## config.mk

```make
export PLATFORM = sky130hd
export DESIGN_NAME = spi_affinity_router
export DESIGN_NICKNAME = d
export VERILOG_FILES = /design/src/rtl/spi_route_pkg.sv /design/src/rtl/aff_lookup.sv /design/src/rtl/spi_route_store.sv /design/src/rtl/spi_affinity_router.sv
export SDC_FILE = /design/constraint.sdc
export NUM_CORES = 1
export LEC_CHECK = 0
export BUFFER_PORTS_ARGS = -buffer_cell sky130_fd_sc_hd__buf_2
export CELL_PAD_IN_SITES_DETAIL_PLACEMENT = 2
export CELL_PAD_IN_SITES_GLOBAL_PLACEMENT = 2
export CORE_MARGIN = 4
export CORE_UTILIZATION = 33
export DETAILED_ROUTE_END_ITERATION = 6
export GPL_TIMING_DRIVEN = 0
export MAX_ROUTING_LAYER = met4
export PLACE_DENSITY_LB_ADDON = 0.05
export SLEW_MARGIN = 20
export SYNTH_ARGS = -nofsm -noshare
export SYNTH_HDL_FRONTEND = slang
export SYNTH_SLANG_ARGS = --single-unit
```

## constraint.sdc

```tcl
create_clock -name clk -period 2.2 [get_ports clk]
set_input_delay 0.33 -clock clk [delete_from_list [all_inputs] [get_ports clk]]
set_output_delay 0.33 -clock clk [all_outputs]
set_load 0.05 [all_outputs]
```

## src/rtl/spi_route_pkg.sv

```systemverilog
package spi_route_pkg;
  localparam int TGT_W = 8;
  localparam logic [TGT_W-1:0] TGT_NONE = 8'hFF;
  localparam int AFF_W = 24;

  // Register word (lower half) -> stored packed word; level 3 slot kept zero
  function automatic logic [31:0] pack_aff(input logic [31:0] lo);
    return {8'h00, lo[23:16], lo[15:8], lo[7:0]};
  endfunction

  // Stored packed word -> 64-bit register layout (level 3 would sit at [39:32])
  function automatic logic [63:0] unpack_aff(input logic [31:0] c);
    return {24'h0, c[31:24], 8'h00, c[23:16], c[15:8], c[7:0]};
  endfunction
endpackage

```

## src/rtl/aff_lookup.sv

```systemverilog
module aff_lookup
  import spi_route_pkg::*;
#(
  parameter int NUM_CPU = 4
) (
  input  logic [AFF_W-1:0]         aff,
  input  logic [NUM_CPU*AFF_W-1:0] tab,
  output logic                     hit,
  output logic [TGT_W-1:0]         idx
);
  always_comb begin
    hit = 1'b0;
    idx = TGT_NONE;
    for (int c = NUM_CPU - 1; c >= 0; c--) begin
      if (tab[c*AFF_W +: AFF_W] == aff) begin
        hit = 1'b1;
        idx = TGT_W'(c);
      end
    end
  end
endmodule

```

## src/rtl/spi_route_store.sv

```systemverilog
module spi_route_store
  import spi_route_pkg::*;
#(
  parameter int NUM_SPI = 8,
  parameter int NUM_CPU = 4,
  localparam int SLOT_W = (NUM_SPI > 1) ? $clog2(NUM_SPI) : 1
) (
  input  logic                       clk,
  input  logic                       rst_n,
  input  logic                       wr_stb,
  input  logic [SLOT_W-1:0]          wr_slot,
  input  logic [31:0]                wr_aff,
  input  logic [TGT_W-1:0]           new_tgt,
  input  logic [AFF_W-1:0]           rst_aff,
  input  logic [SLOT_W-1:0]          rd_slot,
  output logic [31:0]                rd_aff,
  output logic [NUM_SPI*TGT_W-1:0]   tgt_flat,
  output logic [NUM_CPU*NUM_SPI-1:0] map_flat
);
  logic [31:0] aff_arr [NUM_SPI];

  for (genvar s = 0; s < NUM_SPI; s++) begin : g_spi
    logic [31:0]      aff_q;
    logic [TGT_W-1:0] tgt_q;
    logic             wr_me;
    assign wr_me = wr_stb && (wr_slot == SLOT_W'(s));

    always_ff @(posedge clk) begin
      if (!rst_n) begin
        aff_q <= {8'h00, rst_aff};
        tgt_q <= '0;
      end else if (wr_me) begin
        aff_q <= wr_aff;
        tgt_q <= new_tgt;
      end
    end
    assign aff_arr[s] = aff_q;
    assign tgt_flat[s*TGT_W +: TGT_W] = tgt_q;

    for (genvar c = 0; c < NUM_CPU; c++) begin : g_cpu
      logic bit_q;
      logic bit_d;
      always_comb begin
        bit_d = bit_q;
        if (tgt_q == TGT_W'(c))   bit_d = 1'b0;  // drop from old owner
        if (new_tgt == TGT_W'(c)) bit_d = 1'b1;  // add to new owner
      end
      always_ff @(posedge clk) begin
        if (!rst_n)     bit_q <= (c == 0);
        else if (wr_me) bit_q <= bit_d;
      end
      assign map_flat[c*NUM_SPI + s] = bit_q;
    end
  end

  assign rd_aff = aff_arr[rd_slot];
endmodule

```

## src/rtl/spi_affinity_router.sv

```systemverilog
module spi_affinity_router
  import spi_route_pkg::*;
#(
  parameter int NUM_SPI = 8,
  parameter int NUM_CPU = 4,
  localparam int SLOT_W = (NUM_SPI > 1) ? $clog2(NUM_SPI) : 1,
  localparam int ADDR_W = SLOT_W + 3
) (
  input  logic                       clk,
  input  logic                       rst_n,
  input  logic                       reg_wr,
  input  logic                       reg_rd,
  input  logic [ADDR_W-1:0]          reg_addr,
  input  logic [31:0]                reg_wdata,
  output logic [31:0]                reg_rdata,
  input  logic [NUM_CPU*AFF_W-1:0]   cpu_aff_tab,
  output logic [NUM_CPU*NUM_SPI-1:0] cpu_spi_map,
  output logic [NUM_SPI*TGT_W-1:0]   spi_target
);
  // Named decode events
  logic [SLOT_W-1:0] acc_slot;
  logic              acc_upper;
  logic              acc_in_range;
  logic              wr_lo_hit;
  logic              rd_lo_hit;
  logic [31:0]       wr_packed;
  logic              lk_hit;
  logic [TGT_W-1:0]  lk_idx;
  logic [31:0]       slot_aff;
  logic [63:0]       slot_reg;

  assign acc_slot     = reg_addr[ADDR_W-1:3];
  assign acc_upper    = reg_addr[2];
  assign acc_in_range = (32'(acc_slot) < NUM_SPI);
  assign wr_lo_hit    = reg_wr && !acc_upper && acc_in_range;
  assign rd_lo_hit    = reg_rd && !acc_upper && acc_in_range;
  assign wr_packed    = pack_aff(reg_wdata);

  aff_lookup #(.NUM_CPU(NUM_CPU)) u_lookup (
    .aff (wr_packed[AFF_W-1:0]),
    .tab (cpu_aff_tab),
    .hit (lk_hit),
    .idx (lk_idx)
  );

  spi_route_store #(.NUM_SPI(NUM_SPI), .NUM_CPU(NUM_CPU)) u_store (
    .clk      (clk),
    .rst_n    (rst_n),
    .wr_stb   (wr_lo_hit),
    .wr_slot  (acc_slot),
    .wr_aff   (wr_packed),
    .new_tgt  (lk_hit ? lk_idx : TGT_NONE),
    .rst_aff  (cpu_aff_tab[AFF_W-1:0]),
    .rd_slot  (acc_slot),
    .rd_aff   (slot_aff),
    .tgt_flat (spi_target),
    .map_flat (cpu_spi_map)
  );

  assign slot_reg = unpack_aff(slot_aff);

  always_ff @(posedge clk) begin
    if (!rst_n)      reg_rdata <= '0;
    else if (reg_rd) reg_rdata <= rd_lo_hit ? slot_reg[31:0] : 32'h0;
  end
endmodule

```

# Word level (Yosys, flattened, before mapping)
# Index checks and enable logic that the tools add are counted.
word_totals:
  register_bits: 320
  latch_bits: 0
  ramBits: 0
  romBits: 0
  in_bits: 138
  out_inout_bits: 128
  memories: 0
classes:
  n_addsub: 0
  mul: 0
  div_mod_pow: 0
  order_cmp: 1
  eq_ne: 46
  shift: 0
  muxes: 93
  bitwise_logic: 1
  n_reduce_logical: 85
op_table:
  columns: ["operator", "n"]
  rows:
  - ["24-bit two-way mux", 19]
  - ["8-bit by 2-bit equality test with 1-bit output, second input constant", 18]
  - ["32-bit binary-select mux with 3-bit select", 1]
  - ["24-bit equality test", 4]
  - ["8-bit by 1-bit equality test with 1-bit output, second input constant", 9]
  - ["8-bit logical NOT", 9]
  - ["1-bit two-way mux", 68]
  - ["2-bit AND reduction", 32]
  - ["2-bit nonzero test", 32]
  - ["8-bit two-way mux", 5]
  - ["2-bit by 1-bit inequality test with 1-bit output, second input constant", 8]
  - ["3-bit equality test, second input constant", 4]
  - ["1-bit logical AND", 10]
  - ["3-bit by 2-bit equality test with 1-bit output, second input constant", 2]
  - ["4-bit >= comparator, second input constant", 1]
  - ["3-bit NOT with 4-bit output", 1]
  - ["3-bit by 1-bit equality test with 1-bit output, second input constant", 1]
  - ["3-bit logical NOT", 1]
  - ["1-bit logical NOT", 1]

# Logic depth before layout (Yosys ltp)
depth:
  depth_word: 9
  ltp_mapped: 9
  depth_no_buf: 6

# By module
# A second synthesis with hierarchy kept.
unflattened:
  cells_unflattened: 1425
  hier_area_um2: 17011.3
by_module_without_submodules:
  columns: ["mod", "n_inst", "cells_each", "area_each_um2", "seq_area_each_um2"]
  rows:
  - ["spi_route_store", 1, 1161, 14825.5, 8968.6]
  - ["aff_lookup", 1, 140, 1113.6, 0.0]
  - ["spi_affinity_router", 1, 124, 1072.3, 480.5]

# Least setup slack after synthesis
# No wires, ideal clock.
synth_timing:
  path_type: "input to register"
  from: "input port rst_n"
  to: "register u_store.g_spi[0].aff_q[0], enable pin"
  arrival_ps: 1662
  required_ps: 1775
  path_slack_ps: 113
  path_stages: 4
  n_path_buf: 3
  cell_sequence: "clkbuf_1 > buf_1 > clkbuf_1 > nand2_1"
synth_via:
  elab_chain_len: 1
synth_rtl:
  columns: ["element", "line", "text"]
  rows:
  - ["start, declared", "spi_affinity_router.sv:10", "input logic rst_n,"]
  - ["2-bit by 1-bit inequality test with 1-bit output (no source line)", null, null]
  - ["end signal, assigned", "spi_route_store.sv:30", "aff_q <= {8'h00, rst_aff};"]
  - ["end signal, assigned", "spi_route_store.sv:33", "aff_q <= wr_aff;"]
  - ["end, declared", "spi_route_store.sv:23", "logic [31:0] aff_q;"]
# No other way between the ends.
# A chain may end at the register's enable or synchronous reset.

# Worst setup path after layout
layout_timing:
  from: "input port rst_n"
  to: "register u_store.g_spi[7].aff_q[4], enable pin"
layout_via:
  elab_chain_len: 1
layout_rtl:
  columns: ["element", "line"]
  rows:
  - ["2-bit by 1-bit inequality test with 1-bit output (no source line)", null]
  - ["end signal, assigned", "spi_route_store.sv:30"]
  - ["end signal, assigned", "spi_route_store.sv:33"]
  - ["end, declared", "spi_route_store.sv:23"]
# No other way between the ends.

==> impl_metrics.toml <==
[outcome]
status = "complete, no violations"

[sta]
fin_skew_ns = 0.00694
setup_slack_ns = 0.209
finalMaxSlewViolations = 0
fin_crit_sh = 0.905
rsz0062_at_grt = "false"
setup_viol = 0
slew_headroom = 0.434
fin_setup_tns_ns = 0
hold_viol_final = 0
max_freq_mhz = 502
tightest_slew_ns = 0.849
min_period_ns = 1.99

[synth]
synth.most_common_cell = "edfxtp_1"
synthesis.area_sq_mm = 0.0126
synth-simple-area-share = 0.0817
yosysSeqAreaShare = 0.584
synth.top_cells.by_area = "edfxtp_1 (46%), dfxtp_1 (13%), mux4_2 (8.6%), xnor2_1 (6.0%), buf_4 (4.9%)"
synth_xor_area_frac = 0.0667
synth-edff-count = 192
synth-adder-area-share = 0
synth_seq_cells = 272
synthArstFlopShare = 0
synth_cell_types = 40
synth_top_area_share = 0.457
synth_compound_area_frac = 0.0592
synth_warnings = 0
synthCells = 947
syn_avg_cell_area_sq_um = 13.3
yosys_most_used_dff = "edfxtp_1"
synth_top_family_by_area = "multiplexers"
synthMuxAreaShare = 0.126
synthTopCellsByCount = "edfxtp_1 (192), xnor2_1 (86), buf_4 (82)"
yosys.area.top_type = "edfxtp_1"

[placed_design]
place.gp.congestion = 0.773
dp.cells = 1692
dp_hpwl_um = 30700
dp_slack_ns = -0.971
portBuffers = 219

[drt]
ant_nets = 0
route.detailed.drc = 0
wl_per_cell_um = 24.1
avgViaCountPerCell = 4.87
drt_pass1_iterations = 4
drtIter0Drc = 351
wirelength_um = 42400
vias = 8542

[floorplan]
rows = 71
ioPinCount = 266
core_sq_mm = 0.0377
die_x_um = 203
die_y_um = 203
dieArea_sq_mm = 0.0414
initial_utilization = 0.335

[min_path]
hold_depth = 2
holdPathEnd = "u_store.g_spi[7].aff_q[5]"
hold_class = "in -> reg"
hold_start = "cpu_aff_tab[5]"

[power]
power.share.switching = 0.248
power.density_mw_per_mm2 = 837
p_int_w = 0.00986
p_total_w = 0.0131
clockPowerShare = 0.415
irDropWorstVdd_mv = 0.679
p_sw_w = 0.00326
pwr-share-seq = 0.463
comb_power_share = 0.121
p_leak_nw = 6.06

[setup_path]
crit_type = "in -> reg"
crit_arrival_ns = 2.31
r2r_slack_ns = 0.63
rr_worst_depth = 4
crit_fanout = 15
start_kind = "primary input"
r2r_end = "reg_rdata[5]"
endpoint_kind = "register"
cp.required_ns = 2.51
rr_startpoint = "u_store.g_spi[7].aff_q[5]"

[finish]
drive_gt1_frac = 0.394
layout.cells.non_filler = 1755
fin_util = 0.416
fin_nets = 1353
fill_cells = 3932
syn_to_final_growth_pct = 24.4

[cts]
cts_root_buffer = "clkbuf_16"
htree_num_levels = 1
clock_latency_ns = 0.57
holdBufCountCts = 0
clkTransAtPathRegs_ns = 0.06
cts_sinks = 272
clk_path_buf_depth = 3
cts_tree = "built"
cts_buffers = 31

[global_routing]
grt.total_usage = 0.206
grt_max_degree = 18
grt_pass1_wl_um = 62300
grt_pass1_vias = 9400
antenna_found_initial = 4
gr-total-overflow = 0

[run]
max_cap_viol_count = 0
-- cell usage in the layout (no fill, tap or decap), drive strengths merged, types with 2 or more instances in the layout --
master / instances
a21boi: 24
and2: 34
buf: 351
bufinv: 5
clkbuf: 62
clkinv: 12
clkinvlp: 5
conb: 8
dfxtp: 80
diode: 4
edfxtp: 192
inv: 25
mux2: 24
mux2i: 24
mux4: 48
nand2: 56
nand2b: 3
nand3: 36
nand4: 23
nor2: 19
nor2b: 2
nor3: 4
nor4: 8
o211ai: 16
o21a: 2
o21ai: 30
o22ai: 24
o31ai: 8
o41ai: 8
or4: 6
xnor2: 86
xor2: 10
-- routing by layer --
metal,GRT usage,vias up,share of wire
li1,-,3945,-
met2,0.351,183,0.50
met4,0.0304,0,0.011
met1,0.269,4383,0.45
met5,-,-,0
met3,0.0318,31,0.038
-- through the flow --
stage | hold WS, ns | area [sq um]
CTS | 0.219 | 15700
detailed placement | 0.469 | 14600
global placement | 0.462 | 14400
finish | 0.233 | 15700
floorplan | 0.445 | 12600
global route | 0.236 | 15700
-- worst max-delay path: stages --
cell      delay (ns)
buf_2           0.12
clkbuf_1        0.46
buf_2           0.37
clkbuf_2        0.38
nand2_2         0.34
buf_16          0.28
-- flip-flops by register name, summed over array words and instances (netlist names) --
signal / flops
reg_rdata: 24
u_store.g_spi.g_cpu.bit_q: 32
u_store.g_spi.tgt_q: 24
u_store.g_spi.aff_q: 192
-- cell families after synthesis --
family                    count (synthesis)
muxes                                    96
AOI/OAI and AO/OA                       112
xor gates and xnor gates                 96
DFF                                     272
and+or+nand+nor                         196
other                                     1
buffers and inverters                   174
-- layout make-up --
cell class,instances,area (sq um),share of cell area
diodes,4,10.0,0.000639
plain buffers,150,940,0.0599
clock buffers,35,821,0.0524
clock inverters,23,265,0.0169
inverters,24,90.1,0.00575
multi-input cells,508,4260,0.272
flip-flops and latches,272,7370,0.470
well taps,511,639,0.0408
repair buffers,228,1290,0.0820
-- timing repair --
item	4_1_cts	5_1_grt
hold endpoints to repair	0	0
gates resized for setup	2	0
setup endpoints to repair	192	8
setup buffers	0	1
-- power by group through the flow --
stage          logic, W  clock network (W)  registers [W]
2_1_floorplan  0.000929                  0        0.00625
3_3_place_gp    0.00154                  0        0.00617
3_5_place_dp    0.00161                  0        0.00619
4_1_cts         0.00162            0.00557        0.00608
5_1_grt         0.00171            0.00578        0.00611
6_report        0.00159            0.00545        0.00608
-- worst max-delay path by stage --
| stage | from | cells after the start | slack [ns] | to |
|---|---|---|---|---|
| final | rst_n | 6 | 0.21 | u_store.g_spi[7].aff_q[4] |
| after global routing | rst_n | 6 | 0.1 | u_store.g_spi[7].aff_q[4] |
| after CTS | reg_wdata[0] | 7 | 0.11 | u_store.g_spi[7].g_cpu[3].bit_q |
| after detailed placement | rst_n | 6 | -0.97 | u_store.g_spi[7].aff_q[6] |
| after global placement | rst_n | 5 | -1.56 | u_store.g_spi[3].aff_q[6] |
| after floorplan | rst_n | 4 | 0.11 | u_store.g_spi[0].aff_q[0] |
No activity file was read; power rests on OpenSTA's default activity.
